$ cat config.mk
export PLATFORM = sky130hd
export DESIGN_NAME = gpio_port
export DESIGN_NICKNAME = d
export VERILOG_FILES = /design/src/rtl/gpio_pkg.sv /design/src/rtl/gpio_regs.sv /design/src/rtl/gpio_sync.sv /design/src/rtl/gpio_clkdiv.sv /design/src/rtl/gpio_port.sv
export SDC_FILE = /design/constraint.sdc
export NUM_CORES = 1
export LEC_CHECK = 0
export BUFFER_PORTS_ARGS = -buffer_cell sky130_fd_sc_hd__buf_4
export CAP_MARGIN = 30
export CORE_MARGIN = 2
export CORE_UTILIZATION = 30
export CTS_CLUSTER_SIZE = 16
export DETAILED_ROUTE_END_ITERATION = 7
export SYNTH_ARGS = -nofsm -noshare
export SYNTH_HDL_FRONTEND = slang
export SYNTH_SLANG_ARGS = --single-unit
$ cat constraint.sdc
create_clock -name clk_i -period 2.9 [get_ports clk_i]
set_clock_uncertainty 0.05 [all_clocks]
set_input_delay 0.145 -clock clk_i [delete_from_list [all_inputs] [get_ports clk_i]]
set_output_delay 0.145 -clock clk_i [all_outputs]
set_load 0.05 [all_outputs]
$ cat src/rtl/gpio_pkg.sv
package gpio_pkg;
  typedef enum logic [1:0] {
    REG_PORT = 2'd0,
    REG_LAT  = 2'd1,
    REG_DIR  = 2'd2,
    REG_ANA  = 2'd3
  } reg_addr_e;
endpackage

$ cat src/rtl/gpio_regs.sv
module gpio_regs
  import gpio_pkg::*;
#(
  parameter int unsigned W = 8,
  parameter logic [W-1:0] DIR_RST = '1,
  parameter logic [W-1:0] ANA_RST = 8'h2F
) (
  input  logic         clk_i,
  input  logic         rst_ni,
  input  logic         wr_en_i,
  input  logic [1:0]   addr_i,
  input  logic [W-1:0] wdata_i,
  output logic [W-1:0] lat_o,
  output logic [W-1:0] dir_o,
  output logic [W-1:0] ana_o
);
  // port address writes land in the latch so read-modify-write uses latch data
  logic lat_we, dir_we, ana_we;
  assign lat_we = wr_en_i && (addr_i == REG_PORT || addr_i == REG_LAT);
  assign dir_we = wr_en_i && (addr_i == REG_DIR);
  assign ana_we = wr_en_i && (addr_i == REG_ANA);

  always_ff @(posedge clk_i or negedge rst_ni) begin
    if (!rst_ni) begin
      lat_o <= '0;
      dir_o <= DIR_RST;
      ana_o <= ANA_RST;
    end else begin
      if (lat_we) lat_o <= wdata_i;
      if (dir_we) dir_o <= wdata_i;
      if (ana_we) ana_o <= wdata_i;
    end
  end

  assert_latch_write_R3: assert property (@(posedge clk_i) disable iff (!rst_ni)
    (wr_en_i && (addr_i == REG_PORT || addr_i == REG_LAT)) |=> (lat_o == $past(wdata_i)));
  assert_dir_write_R9: assert property (@(posedge clk_i) disable iff (!rst_ni)
    (wr_en_i && addr_i == REG_DIR) |=> (dir_o == $past(wdata_i)));
  assert_ana_write_R9: assert property (@(posedge clk_i) disable iff (!rst_ni)
    (wr_en_i && addr_i == REG_ANA) |=> (ana_o == $past(wdata_i)));
endmodule

$ cat src/rtl/gpio_sync.sv
module gpio_sync #(
  parameter int unsigned W      = 8,
  parameter int unsigned STAGES = 2
) (
  input  logic         clk_i,
  input  logic         rst_ni,
  input  logic [W-1:0] d_i,
  output logic [W-1:0] q_o
);
  logic [W-1:0] chain_q [STAGES];

  for (genvar s = 0; s < STAGES; s++) begin : g_stage
    always_ff @(posedge clk_i or negedge rst_ni) begin
      if (!rst_ni) chain_q[s] <= '0;
      else         chain_q[s] <= (s == 0) ? d_i : chain_q[(s == 0) ? 0 : s-1];
    end
  end

  assign q_o = chain_q[STAGES-1];

  if (STAGES == 2) begin : g_chk
    logic [1:0] age_q;
    always_ff @(posedge clk_i or negedge rst_ni) begin
      if (!rst_ni)         age_q <= '0;
      else if (age_q != 2) age_q <= age_q + 2'd1;
    end
    assert_sync_latency_R4: assert property (@(posedge clk_i) disable iff (!rst_ni)
      (age_q == 2) |-> (q_o == $past(d_i, 2)));
  end
endmodule

$ cat src/rtl/gpio_clkdiv.sv
module gpio_clkdiv #(
  parameter int unsigned DIV_LOG2 = 2
) (
  input  logic clk_i,
  input  logic rst_ni,
  output logic cyc_clk_o
);
  logic [DIV_LOG2-1:0] cnt_q;

  always_ff @(posedge clk_i or negedge rst_ni) begin
    if (!rst_ni) cnt_q <= '0;
    else         cnt_q <= cnt_q + 1'b1;
  end

  assign cyc_clk_o = cnt_q[DIV_LOG2-1];

  assert_clk_high_two_R7: assert property (@(posedge clk_i) disable iff (!rst_ni)
    $rose(cyc_clk_o) |=> $stable(cyc_clk_o));
  assert_clk_low_two_R7: assert property (@(posedge clk_i) disable iff (!rst_ni)
    $fell(cyc_clk_o) |=> $stable(cyc_clk_o));
endmodule

$ cat src/rtl/gpio_port.sv
module gpio_port
  import gpio_pkg::*;
#(
  parameter int unsigned W        = 8,
  parameter int unsigned SYNC_STG = 2,
  parameter int unsigned DIV_LOG2 = 2,
  parameter logic [W-1:0] DIR_RST = '1,
  parameter logic [W-1:0] ANA_RST = 8'h2F,
  parameter int unsigned CLKA_PIN = 4,
  parameter int unsigned CLKB_PIN = 5
) (
  input  logic         clk_i,
  input  logic         rst_ni,
  input  logic         wr_en_i,
  input  logic [1:0]   addr_i,
  input  logic [W-1:0] wdata_i,
  output logic [W-1:0] rdata_o,
  input  logic         osc_mode_i,
  input  logic         clkout_en_i,
  input  logic [W-1:0] pad_in_i,
  output logic [W-1:0] pad_out_o,
  output logic [W-1:0] pad_oe_o,
  output logic         periph_clk_a_o,
  output logic         periph_clk_b_o,
  output logic         periph_gate_o
);
  localparam int unsigned CLKO_PIN = W - 2;
  localparam logic [W-1:0] OSC_PINS = {2'b11, {(W-2){1'b0}}};

  logic [W-1:0] lat_q, dir_q, ana_q, sync_q, osc_own, din_vis;
  logic cyc_clk, clkout_on;

  gpio_regs #(.W(W), .DIR_RST(DIR_RST), .ANA_RST(ANA_RST)) u_regs (
    .clk_i, .rst_ni, .wr_en_i, .addr_i, .wdata_i,
    .lat_o(lat_q), .dir_o(dir_q), .ana_o(ana_q)
  );

  gpio_sync #(.W(W), .STAGES(SYNC_STG)) u_sync (
    .clk_i, .rst_ni, .d_i(pad_in_i), .q_o(sync_q)
  );

  gpio_clkdiv #(.DIV_LOG2(DIV_LOG2)) u_div (
    .clk_i, .rst_ni, .cyc_clk_o(cyc_clk)
  );

  assign osc_own   = osc_mode_i ? OSC_PINS : '0;
  assign clkout_on = osc_mode_i && clkout_en_i;

  for (genvar i = 0; i < W; i++) begin : g_pin
    if (i == CLKO_PIN) begin : g_clko
      assign pad_oe_o[i]  = clkout_on ? 1'b1 : (!osc_own[i] && !dir_q[i]);
      assign pad_out_o[i] = clkout_on ? cyc_clk : (!osc_own[i] && lat_q[i]);
    end else begin : g_plain
      assign pad_oe_o[i]  = !osc_own[i] && !dir_q[i];
      assign pad_out_o[i] = !osc_own[i] && lat_q[i];
    end
    // analog select hides only the digital input
    assign din_vis[i] = sync_q[i] && !ana_q[i] && !osc_own[i];
  end

  always_comb begin
    unique case (reg_addr_e'(addr_i))
      REG_PORT: rdata_o = din_vis;
      REG_LAT:  rdata_o = lat_q;
      REG_DIR:  rdata_o = dir_q;
      default:  rdata_o = ana_q;
    endcase
  end

  assign periph_clk_a_o = pad_in_i[CLKA_PIN];
  assign periph_clk_b_o = pad_in_i[CLKB_PIN];
  assign periph_gate_o  = pad_in_i[CLKB_PIN];

  assert_masked_read_zero_R5: assert property (@(posedge clk_i) disable iff (!rst_ni)
    (addr_i == REG_PORT) |-> ((rdata_o & (ana_q | osc_own)) == '0));
  assert_osc_pin7_float_R6: assert property (@(posedge clk_i) disable iff (!rst_ni)
    osc_mode_i |-> !pad_oe_o[W-1]);
  assert_output_follows_latch_R2: assert property (@(posedge clk_i) disable iff (!rst_ni)
    !osc_mode_i |-> ((pad_out_o & pad_oe_o) == (lat_q & ~dir_q)));
  assert_clkout_driven_R7: assert property (@(posedge clk_i) disable iff (!rst_ni)
    clkout_on |-> pad_oe_o[CLKO_PIN]);
endmodule

==> summary.md <==
| Metric | Value |
|---|---|
| Slew headroom | `0.515` |
| RSZ-0062 raised after global routing | `no` |
| Clk root buf | `clkbuf_8` |
| Initial antenna violation count | `0` |
| CTS Buffer Depth | `2` |
| Slew Viols, Final | `0` |
| Final ANT Viol Nets | `0` |
| Synth Net Count | `139` |
| Die height | `80.9 um` |
| I/O Buffers | `49` |
| Final GP Congestion | `0.711` |
| Critical path class | `flip-flop to output port` |
| Share of cells above drive strength 1 | `0.594` |
| Drt pass-1 iters | `4` |
| Hold Crit Class | `primary input to flip-flop` |
| P per Cell Area | `686 nW/um^2` |
| Clk slew on worst S/H paths | `80 ps` |
| Syn Inst Count | `116` |
| Die ar. | `6540 um^2` |
| Warnings, synthesis | `0` |
| Worst vdd ir | `0.000303 V` |
| H-tree depth | `2` |
| EDFF count, synth | `0` |
| Core area | `5610 um^2` |
| Max_cap viols | `0` |
| Setup bufs post-CTS | `0` |
| Clk Latency, worst-skew pair | `300 ps` |
| Total congestion overflow | `0` |
| Top cell type by total area after synthesis | `dfrtp_1` |
| # IOs | `50` |
| Post-synth top area share | `0.409` |
| Tot GR Track Use | `0.118` |
| Maximum fanout along the worst path | `3` |
| Die W | `80.9 um` |
| CTS tree | `done` |
| Non-filler cells, final | `242` |
| Nets | `192` |
| CP Capture Type | `output port` |
| Period utilisation layout | `0.639` |
| Top FF cell, synth | `dfrtp_1` |
| Fmax | `539 MHz` |
| Critical Path AT | `1660 ps` |
| WL per Instance | `14.1 um` |
| Yosys reg bits | `42` |
| Leak | `1.05 nW` |
| Hold path cells | `2` |
| First-pass GRT wire length | `5.64 mm` |
| Placement Rows | `27` |
| Sequential fraction of the synthesis area | `0.602` |
| Post-synth ARST share | `1.00` |
| Synth Area per Inst | `15.3 um^2` |
| Minimum clock period | `1850 ps` |
| Post-synth top cells | `dfrtp_1, mux2_2, dfstp_2` |
| Setup violators final | `0` |
| Fin Setup TNS | `0 ps` |
| Worst hold margin | `46.2 ps` |
| HPWL after DPL | `2.47 mm` |
| Synth cell types | `21` |
| Initial Util | `0.316` |
| CP Launch Type | `flip-flop` |
| Most instantiated library cell after synthesis | `dfrtp_1` |
| Clock sinks | `42` |
| Outcome | `finished, final reports clean` |
| DRC | `0` |
| Reg2Reg Depth | `1` |
| DR vias/cell | `4.45` |
| First-iteration detailed-routing DRC count | `51` |
| Total Wirelength | `3.41 mm` |
| CTS Buf Count | `5` |
| Vias in the first global route | `1,145` |
| Leading post-synthesis cells by cell area | `dfrtp_1, dfstp_2, mux2_2` |
| Final hold violation count | `0` |
| Dpl cells | `225` |
| Via count | `1,076` |
| Layout area overhead | `30.8%` |
| Worst path required time | `2710 ps` |
| Maximum number of pins on one net before global-route repair | `43` |
| Area of the mapped netlist | `1770 um^2` |
| Slew @ Worst Pin | `726 ps` |
| Diode count | `0` |
| R2r setup slk | `2070 ps` |
==> power by group <==
| part | total (W) | switching [W] | internal [W] |
|---|---|---|---|
| Clock | 0.000370 | 0.000202 | 0.000169 |
| Combinational | 0.000493 | 0.000305 | 0.000188 |
| Sequential | 0.000727 | 0.0000456 | 0.000681 |
| Total | 0.00159 | 0.000552 | 0.00104 |
==> sequential cells by signal, indices dropped and copies added (netlist names) <==
name            flops
u_sync.q_o          8
u_regs.lat_o        8
u_regs.dir_o        8
u_div.cnt_q         2
u_sync.chain_q      8
u_regs.ana_o        8
==> per-layer routing <==
layer  up-vias  GRT usage  routed length, um
met5         -          0                  0
met4         0     0.0407                 43
met3         5     0.0411                205
met2        28      0.209               1810
met1       542      0.131               1350
li1        501          -                  -
==> final cells by class <==
type                    instances  area [um^2]
fillers                       565         3290
flip-flops and latches         42         1070
multi-input cells              54          584
repair buffers                 58          458
well taps                      72         90.1
clock buffers                   5         68.8
inverters                       8         30.0
clock inverters                 3         21.3
==> logic make-up after synthesis <==
group	count (synthesis)	synth area share
DFF	42	0.602
muxes	32	0.242
buffers and inverters	20	0.0685
and+or+nand+nor	15	0.0628
AOI/OAI and AO/OA	6	0.0198
xor gates and xnor gates	1	0.00494
==> worst max-delay path, cell delays in order, from the launching register on <==
cell and delay (ps):
dfrtp_1 400, or4b_1 470, a22oi_1 250, buf_4 250
==> stage by stage <==
| step | area [um^2] | worst slack [ps] | utilization | total power [W] |
|---|---|---|---|---|
| 2_1_floorplan | 1770 | 1000 | - | 0.00109 |
| 3_3_place_gp | 2140 | 1360 | 0.382 | 0.00121 |
| 3_5_place_dp | 2140 | 1340 | 0.382 | 0.00123 |
| 4_1_cts | 2320 | 1040 | 0.414 | 0.00161 |
| 5_1_grt | 2320 | 959 | 0.414 | 0.00167 |
| 6_report | 2320 | 1050 | 0.414 | 0.00159 |
==> what timing repair did <==
action | 4_1_cts | 5_1_grt
hold buffers | 9 | 0
resized for setup | 0 | 0
endpoints found under the hold margin | 37 | 0
==> cell usage in the layout, fill, tap and decap left out, types with 2 or more instances in the layout <==
cell type and count:
mux4_2 5, buf_4 49, dfrtp_1 29, dfstp_2 13, a22oi_1 2, dlygate4sd3_1 9
a21oi_1 2, clkbuf_8 5, o21ai_0 2, nor2b_1 8, mux2i_1 2, or4b_1 2
mux2_2 24, inv_1 8
==> final timing paths <==
| path | endpoint | startpoint |
|---|---|---|
| max reg2reg | u_regs.ana_o[7] | u_regs.ana_o[7] |
| max | rdata_o[6] | u_regs.ana_o[6] |
| min | u_regs.lat_o[4] | wdata_i[4] |
| min reg2reg | u_sync.q_o[7] | u_sync.chain_q[15] |
| min in group asynchronous | u_sync.chain_q[12] | rst_ni |
| max in group asynchronous | u_regs.dir_o[6] | rst_ni |
Note: power is estimated with default switching activity, not from simulation.
